<file path="src/rtl/baud_pkg.sv">
package baud_pkg;
  typedef enum logic {
    MODE_INT  = 1'b0,
    MODE_FRAC = 1'b1
  } baud_mode_e;

  localparam int unsigned PRESCALE_FAST = 4;
  localparam int unsigned PRESCALE_SLOW = 16;
endpackage

</file>
<file path="src/rtl/baud_cfg_regs.sv">
module baud_cfg_regs
  import baud_pkg::*;
#(
  parameter int unsigned DIV_W = 16,
  parameter int unsigned ACC_W = 20
) (
  input  logic             clk_i,
  input  logic             rst_ni,
  input  logic             we_i,
  input  logic             lock_i,
  input  logic             mode_i,
  input  logic             hs_i,
  input  logic             srun_i,
  input  logic [DIV_W-1:0] div_i,
  input  logic [ACC_W-1:0] inc_i,
  output baud_mode_e       mode_o,
  output logic             hs_o,
  output logic             srun_o,
  output logic [DIV_W-1:0] div_o,
  output logic [ACC_W-1:0] inc_o,
  output logic             mode_chg_o
);
  logic accept;
  baud_mode_e mode_d;

  assign accept     = we_i & ~lock_i;
  assign mode_d     = baud_mode_e'(mode_i);
  assign mode_chg_o = accept & (mode_d != mode_o);

  always_ff @(posedge clk_i or negedge rst_ni) begin
    if (!rst_ni) begin
      mode_o <= MODE_INT;
      hs_o   <= 1'b0;
      srun_o <= 1'b0;
      div_o  <= '0;
      inc_o  <= '0;
    end else if (accept) begin
      mode_o <= mode_d;
      hs_o   <= hs_i;
      srun_o <= srun_i;
      div_o  <= div_i;
      inc_o  <= inc_i;
    end
  end
endmodule

</file>
<file path="src/rtl/baud_int_div.sv">
module baud_int_div
  import baud_pkg::*;
#(
  parameter int unsigned DIV_W = 16
) (
  input  logic             clk_i,
  input  logic             rst_ni,
  input  logic             step_i,
  input  logic             clr_i,
  input  logic             hs_i,
  input  logic [DIV_W-1:0] div_i,
  output logic             os_o,
  output logic             tick_o
);
  localparam int unsigned PRE_W = $clog2(PRESCALE_SLOW);
  localparam logic [PRE_W-1:0] LIM_FAST = PRE_W'(PRESCALE_FAST - 1);
  localparam logic [PRE_W-1:0] LIM_SLOW = PRE_W'(PRESCALE_SLOW - 1);

  logic [DIV_W-1:0] cnt_q;
  logic [PRE_W-1:0] pre_q;
  logic [PRE_W-1:0] pre_lim;

  assign pre_lim = hs_i ? LIM_FAST : LIM_SLOW;

  always_ff @(posedge clk_i or negedge rst_ni) begin
    if (!rst_ni) begin
      cnt_q  <= '0;
      pre_q  <= '0;
      os_o   <= 1'b0;
      tick_o <= 1'b0;
    end else begin
      os_o   <= 1'b0;
      tick_o <= 1'b0;
      if (clr_i) begin
        cnt_q <= '0;
        pre_q <= '0;
      end else if (step_i) begin
        if (cnt_q == '0) begin
          os_o  <= 1'b1;
          cnt_q <= div_i;
          // >= so a prescale switch from /16 to /4 cannot overrun
          if (pre_q >= pre_lim) begin
            tick_o <= 1'b1;
            pre_q  <= '0;
          end else begin
            pre_q <= pre_q + 1'b1;
          end
        end else begin
          cnt_q <= cnt_q - 1'b1;
        end
      end
    end
  end
endmodule

</file>
<file path="src/rtl/baud_frac_acc.sv">
module baud_frac_acc #(
  parameter int unsigned ACC_W = 20
) (
  input  logic             clk_i,
  input  logic             rst_ni,
  input  logic             step_i,
  input  logic             clr_i,
  input  logic [ACC_W-1:0] inc_i,
  output logic             tick_o
);
  logic [ACC_W-1:0] acc_q;
  logic [ACC_W:0]   sum;

  assign sum = {1'b0, acc_q} + {1'b0, inc_i};

  always_ff @(posedge clk_i or negedge rst_ni) begin
    if (!rst_ni) begin
      acc_q  <= '0;
      tick_o <= 1'b0;
    end else if (clr_i) begin
      acc_q  <= '0;
      tick_o <= 1'b0;
    end else begin
      tick_o <= step_i & sum[ACC_W];
      if (step_i) acc_q <= sum[ACC_W-1:0];
    end
  end
endmodule

</file>
<file path="src/rtl/baud_tick_gen.sv">
module baud_tick_gen
  import baud_pkg::*;
#(
  parameter int unsigned DIV_W = 16,
  parameter int unsigned ACC_W = 20
) (
  input  logic             clk_i,
  input  logic             rst_ni,
  input  logic             clk_en_i,
  input  logic             cfg_we_i,
  input  logic             cfg_frac_mode_i,
  input  logic             cfg_high_speed_i,
  input  logic             cfg_sleep_run_i,
  input  logic [DIV_W-1:0] cfg_div_i,
  input  logic [ACC_W-1:0] cfg_inc_i,
  input  logic             sleep_i,
  input  logic             tx_busy_i,
  input  logic             rx_busy_i,
  output logic             tick_o,
  output logic             os_tick_o,
  output logic             active_o
);
  baud_mode_e       mode_q;
  logic             hs_q, srun_q, mode_chg;
  logic [DIV_W-1:0] div_q;
  logic [ACC_W-1:0] inc_q;
  logic             run, step_int, step_frac;
  logic             int_os, int_tick, frac_tick;

  assign active_o = tx_busy_i | rx_busy_i;

  baud_cfg_regs #(.DIV_W(DIV_W), .ACC_W(ACC_W)) u_cfg (
    .clk_i     (clk_i),
    .rst_ni    (rst_ni),
    .we_i      (cfg_we_i),
    .lock_i    (active_o),
    .mode_i    (cfg_frac_mode_i),
    .hs_i      (cfg_high_speed_i),
    .srun_i    (cfg_sleep_run_i),
    .div_i     (cfg_div_i),
    .inc_i     (cfg_inc_i),
    .mode_o    (mode_q),
    .hs_o      (hs_q),
    .srun_o    (srun_q),
    .div_o     (div_q),
    .inc_o     (inc_q),
    .mode_chg_o(mode_chg)
  );

  assign run       = clk_en_i & (~sleep_i | srun_q);
  assign step_int  = run & (mode_q == MODE_INT);
  assign step_frac = run & (mode_q == MODE_FRAC);

  baud_int_div #(.DIV_W(DIV_W)) u_int (
    .clk_i (clk_i),
    .rst_ni(rst_ni),
    .step_i(step_int),
    .clr_i (mode_chg),
    .hs_i  (hs_q),
    .div_i (div_q),
    .os_o  (int_os),
    .tick_o(int_tick)
  );

  baud_frac_acc #(.ACC_W(ACC_W)) u_frac (
    .clk_i (clk_i),
    .rst_ni(rst_ni),
    .step_i(step_frac),
    .clr_i (mode_chg),
    .inc_i (inc_q),
    .tick_o(frac_tick)
  );

  assign tick_o    = (mode_q == MODE_FRAC) ? frac_tick : int_tick;
  assign os_tick_o = (mode_q == MODE_FRAC) ? frac_tick : int_os;
endmodule

</file>
<file path="config.mk">
export PLATFORM = sky130hd
export DESIGN_NAME = baud_tick_gen
export DESIGN_NICKNAME = d
export VERILOG_FILES = /design/src/rtl/baud_pkg.sv /design/src/rtl/baud_cfg_regs.sv /design/src/rtl/baud_int_div.sv /design/src/rtl/baud_frac_acc.sv /design/src/rtl/baud_tick_gen.sv
export SDC_FILE = /design/constraint.sdc
export NUM_CORES = 1
export LEC_CHECK = 0
export ABC_AREA = 1
export BUFFER_PORTS_ARGS = -buffer_cell sky130_fd_sc_hd__buf_4
export CAP_MARGIN = 30
export CORE_MARGIN = 10
export CORE_UTILIZATION = 23
export DETAILED_ROUTE_END_ITERATION = 8
export HOLD_SLACK_MARGIN = 0.05
export PLACE_DENSITY_LB_ADDON = 0.1
export SYNTH_ARGS = -nofsm -noshare
export SYNTH_HDL_FRONTEND = slang
export SYNTH_SLANG_ARGS = --single-unit
</file>
<file path="constraint.sdc">
create_clock -name clk_i -period 2.6 [get_ports clk_i]
set_clock_uncertainty 0.2 [all_clocks]
set_input_delay 0.39 -clock clk_i [delete_from_list [all_inputs] [get_ports clk_i]]
set_output_delay 0.39 -clock clk_i [all_outputs]
set_load 0.1 [all_outputs]
</file>
After elaboration in Yosys (flattened, before gate mapping) --
Cells that the tools add are included.
Cells by class: add/sub/neg operators 3, $lt $le $gt $ge 1, eq/ne operators 1, multiplexer cells 20, bitwise logic cells 11, reductions and logical operators 5
Operators by type and width (number):
- $mux 16 | 3
- $mux 20 | 2
- $add 20x20->21 | 1
- $mux 4 | 5
- $logic_not 16->1 | 1
- $sub 16x1->16 const B | 1
- $mux 1 | 10
- $and 1x1->1 | 6
- $reduce_bool 2->1 | 3
- $add 4x1->4 const B | 1
- $ge 4x4->1 | 1
- $not 1->1 | 3
- $or 1x1->1 | 2
- $reduce_and 2->1 | 1
- $ne 1x1->1 | 1
Word-level totals: bits in registers 82, input port bits 46, logic and storage cells 52

Logic depth before layout (Yosys ltp) --
depth in word-level cells 6, depth in mapped cells 14, gate-level depth less buffers 14

By module --
From an unflattened synthesis, not the netlist that was laid out.
Unflattened totals: cell total of the unflattened synthesis 767, area total of the unflattened synthesis 5434.0 um^2
Modules (own cells, without submodules):
- baud_frac_acc | times used 1, cells an instance 309, area each 2037.0 um^2
- baud_int_div | times used 1, cells an instance 272, area each 1826.8 um^2
- baud_cfg_regs | times used 1, cells an instance 174, area each 1522.7 um^2
- baud_tick_gen | times used 1, cells an instance 12, area each 47.5 um^2

Worst setup path after synthesis --
Ideal clock, no wire load.
kind flip-flop to flip-flop, start reg u_cfg.inc_o[0], end reg u_frac.acc_q[12], setup time 0.117 ns, arrival 1.613 ns, path slack 0.670 ns, stages on the path, launching flop included 14, buffers on the path 0, cell sequence dfrtp_1 -> ha_1 -> inv_1 -> fa_1 -> inv_1 -> nand3_1 -> nand3_1 -> nand2_1 -> nand2_1 -> nand2_1 -> nand2_1 -> nand2_1 -> nand3_1 -> nand2_1
On the way: longest elaborated chain between the ends 3
Ends and longest elaborated chain:
- from (decl) | RTL line baud_cfg_regs.sv:20 | output logic [ACC_W-1:0] inc_o,
- from (signal assigned) | RTL line baud_cfg_regs.sv:42 | inc_o <= inc_i;
- $add 20x20->21 | RTL line baud_frac_acc.sv:14 | assign sum = {1'b0, acc_q} + {1'b0, inc_i};
- $mux 20 | RTL line baud_frac_acc.sv:25 | if (step_i) acc_q <= sum[ACC_W-1:0];
- $mux 20 | RTL line baud_frac_acc.sv:20 | end else if (clr_i) begin
- to (signal assigned) | RTL line baud_frac_acc.sv:25
- to (decl) | RTL line baud_frac_acc.sv:11 | logic [ACC_W-1:0] acc_q;
Every way passes these cells. The select of a mux whose other input is x is not followed. A chain may end at the register's enable or synchronous reset.

Worst setup path after layout --
start reg u_frac.acc_q[0], end reg u_frac.acc_q[12]
On the way: longest elaborated chain between the ends 3
Ends and longest elaborated chain (RTL line):
- $add 20x20->21 | baud_frac_acc.sv:14
- $mux 20 | baud_frac_acc.sv:25
- $mux 20 | baud_frac_acc.sv:20
Every way passes these cells. The select of a mux whose other input is x is not followed.

==> impl_metrics.csv <==
group,metric,value,unit
critical_path,startpoint_type,"flip-flop",
layout,drive_gt1_share,16.5,%
timing,max_freq,451,MHz
global_routing,gr-total-overflow,0,
critical_path,crit_chain,"ha_1 -> inv_1 -> fa_1 -> inv_1 -> nand3_1 -> nand3_1 -> nand2_1 -> nand2_1 -> nand2_1 -> nand2_1 -> nand2_1 -> nand3_1 -> nand2_1",
layout,final_cell_mix,"nand2_1, dfrtp_1, inv_1",
layout,diodes,0,
synthesis,synth_edf_count,0,
timing,period_needed,2220,ps
detailed_routing,wirelength,13800,um
synthesis,ys_ff_latch,82,
critical_path,r2r_cells,13,
critical_path,worstPathArrival,2260,ps
detailed_routing,drtIter0Drc,191,
synthesis,syn_area_per_cell,7.79,um^2
floorplan,start_util,23.5,%
global_routing,antenna_found_initial,0,
floorplan,fp.dieW,167,um
critical_path,crit_top_cell,"nand2_1",
layout,fin_area,5990,um^2
synthesis,synthCells,641,
cts,cts_root_buf,"clkbuf_16",
global_routing,grt_max_degree,46,
placement,dp_cells,961,
floorplan,io_pins,49,
run_status,status,"completed",
floorplan,dieArea,28000,um^2
critical_path,worst_path_max_delay_cell,"fa_1",
cts,clockBufferDepth,2,
floorplan,die_h,167,um
synthesis,synth_top_cell_by_area,"dfrtp_1",
detailed_routing,num_vias,4228,
timing,holdWs,65.3,ps
cts,htree_num_levels,3,
placement,place_area,5710,um^2
power_and_ir_drop,p_leak,0.00300,uW
layout,instances_no_fill,977,
placement,dp_hpwl,10300,um
min_path,min_delay_path_depth,2,
timing,setup_tns,0,ps
synthesis,synthArstFlopShare,100,%
cts,cts_hold_buf,1,
cts,clkSlewWorstSetupHoldPaths,70,ps
critical_path,critPathKind,"flip-flop to flip-flop",
global_routing,grt_pass1_vias,4522,
power_and_ir_drop,power.internal,3420,uW
layout,final_common_cell,"nand2_1",
detailed_routing,route.detailed.drc,0,
floorplan,rows,53,
global_routing,grt_pass1_wl,23400,um
critical_path,cp-end-kind,"flip-flop",
synthesis,synth-seq-area-share,41.1,%
synthesis,synth_cell_type_count,32,
power_and_ir_drop,ir_drop,0.366,mV
cts,cts-buffers-inserted,9,
detailed_routing,drt_pass1_iterations,4,
power_and_ir_drop,seqPwrFrac,31.9,%
floorplan,core,21200,um^2
timing,slew_headroom,59.7,%
power_and_ir_drop,clockPowerShare,20.1,%
placement,io_buffer_count,48,
synthesis,yosys_warnings,0,
synthesis,ys_top_cells_by_area,"dfrtp_1, nand2_1, mux2_2, ha_1, inv_1",
power_and_ir_drop,pwr-share-comb,48.0,%
cts,post_cts_buffers,0,
timing,hold_violations,0,
power_and_ir_drop,switching_share,43.8,%
layout,fin_nets,770,
power_and_ir_drop,power_switching,2660,uW
synthesis,synth_top_area_share,41.1,%
cts,ctsResizeCount,0,
timing,worst_pin_slew,605,ps
layout,fillers,2361,
detailed_routing,wl_per_cell,14.1,um
timing,slew_viol_final,0,
critical_path,cp.required,2650,ps
cts,clkLatencyLatePin,350,ps
timing,rsz0062_at_grt,"false",
layout,syn2layout_area_growth,19.9,%
detailed_routing,drt.antenna.violating_nets,0,
synthesis,synthesis.area,5000,um^2
timing,period_share,85.2,%
detailed_routing,viasPerCell,4.33,
min_path,worstHoldPathType,"primary input to flip-flop",
placement,gp_congestion,0.814,
critical_path,path_max_fanout,4,
synthesis,synth_fp_nets,713,
timing,setup_viol,0,
synthesis,ys.flop_type,"dfrtp_1",
critical_path,cpPeakStageDelay,400,ps
cts,cts_tree,"yes",
power_and_ir_drop,power.density,1020,nW/um^2
cts,cts.sinks,82,
run,maxCapViolCount,0,
global_routing,grtUsageTotal,10.1,%
synth_stat cells, drive strengths merged (2+ instances only):
cell type	instances
a21oi	20
buf	8
clkbuf	3
dfrtp	82
ha	25
inv	73
mux2	33
nand2	201
nand3	45
nand3b	7
nand4	9
nor2	64
nor3	11
nor4	2
o211ai	11
o21ai	33
or2	2
xnor2	4
xor2	3
path summary, 6_finish.rpt:
check                                  from                to  slack (ps)
max                         u_frac.acc_q[0]  u_frac.acc_q[12]         380
min                        cfg_high_speed_i        u_cfg.hs_o          70
max reg2reg                 u_frac.acc_q[0]  u_frac.acc_q[12]         380
min reg2reg                u_frac.acc_q[13]  u_frac.acc_q[13]         280
max in group asynchronous            rst_ni  u_frac.acc_q[14]        1290
min in group asynchronous            rst_ni    u_cfg.div_o[8]         300
flip-flops by register name (all words and copies together) (netlist names):
| register | count |
|---|---|
| u_cfg.hs_o | 1 |
| u_int.tick_o | 1 |
| u_frac.acc_q | 20 |
| u_cfg.srun_o | 1 |
| u_int.os_o | 1 |
| u_cfg.inc_o | 20 |
| u_cfg.mode_o | 1 |
| u_int.cnt_q | 16 |
| u_int.pre_q | 4 |
| u_frac.tick_o | 1 |
| u_cfg.div_o | 16 |
through the flow:
step / worst slack (ps) / total power, uW / util, %
2_1_floorplan: 670 / 4130 / -
5_1_grt: 158 / 6750 / 28.2
3_3_place_gp: 390 / 4920 / 26.9
6_report: 385 / 6080 / 28.2
4_1_cts: 360 / 6180 / 28.2
3_5_place_dp: 379 / 4900 / 26.9
power groups by stage:
| stage | Clock (uW) | Sequential, uW | Combinational (uW) |
|---|---|---|---|
| 2_1_floorplan | 0 | 1870 | 2260 |
| 3_3_place_gp | 0 | 1960 | 2950 |
| 3_5_place_dp | 0 | 1960 | 2940 |
| 4_1_cts | 1280 | 1950 | 2950 |
| 5_1_grt | 1320 | 2000 | 3430 |
| 6_report | 1220 | 1940 | 2920 |
layer usage:
layer  track usage [%]  part of all wire, %
met1              12.2                   46
met2              17.5                   51
met3              2.15                  2.5
met4              3.18                 0.79
met5                 0                    0
kinds of logic (layout without fill, tap and decap cells):
family	Yosys count	count (layout)	share of synthesized area [%]
and+or+nand+nor	341	341	29.0
buffers and inverters	84	145	6.76
DFF	82	82	41.1
AOI/OAI and AO/OA	68	68	7.89
muxes	33	33	7.44
adders and majority gates	26	26	6.66
xor gates and xnor gates	7	7	1.23
area by class of cell:
type	count	area, um^2	share of cell area [%]
Timing Repair Buffer	57	443	7.39
Inverter	73	274	4.57
Clock buffer	11	243	4.05
Tap cell	275	344	5.74
Multi-Input combinational cell	475	2610	43.5
Sequential cell	82	2050	34.3
Clock inverter	4	28.8	0.480
worst max-delay path, delay by kind of cell, from the launching register on:
kind          cells  cell delay, ps
fa+ha+maj         2             620
buf+inv           2             160
flops             1             360
simple gates      9             770
Note: power is estimated with default switching activity, not from simulation.
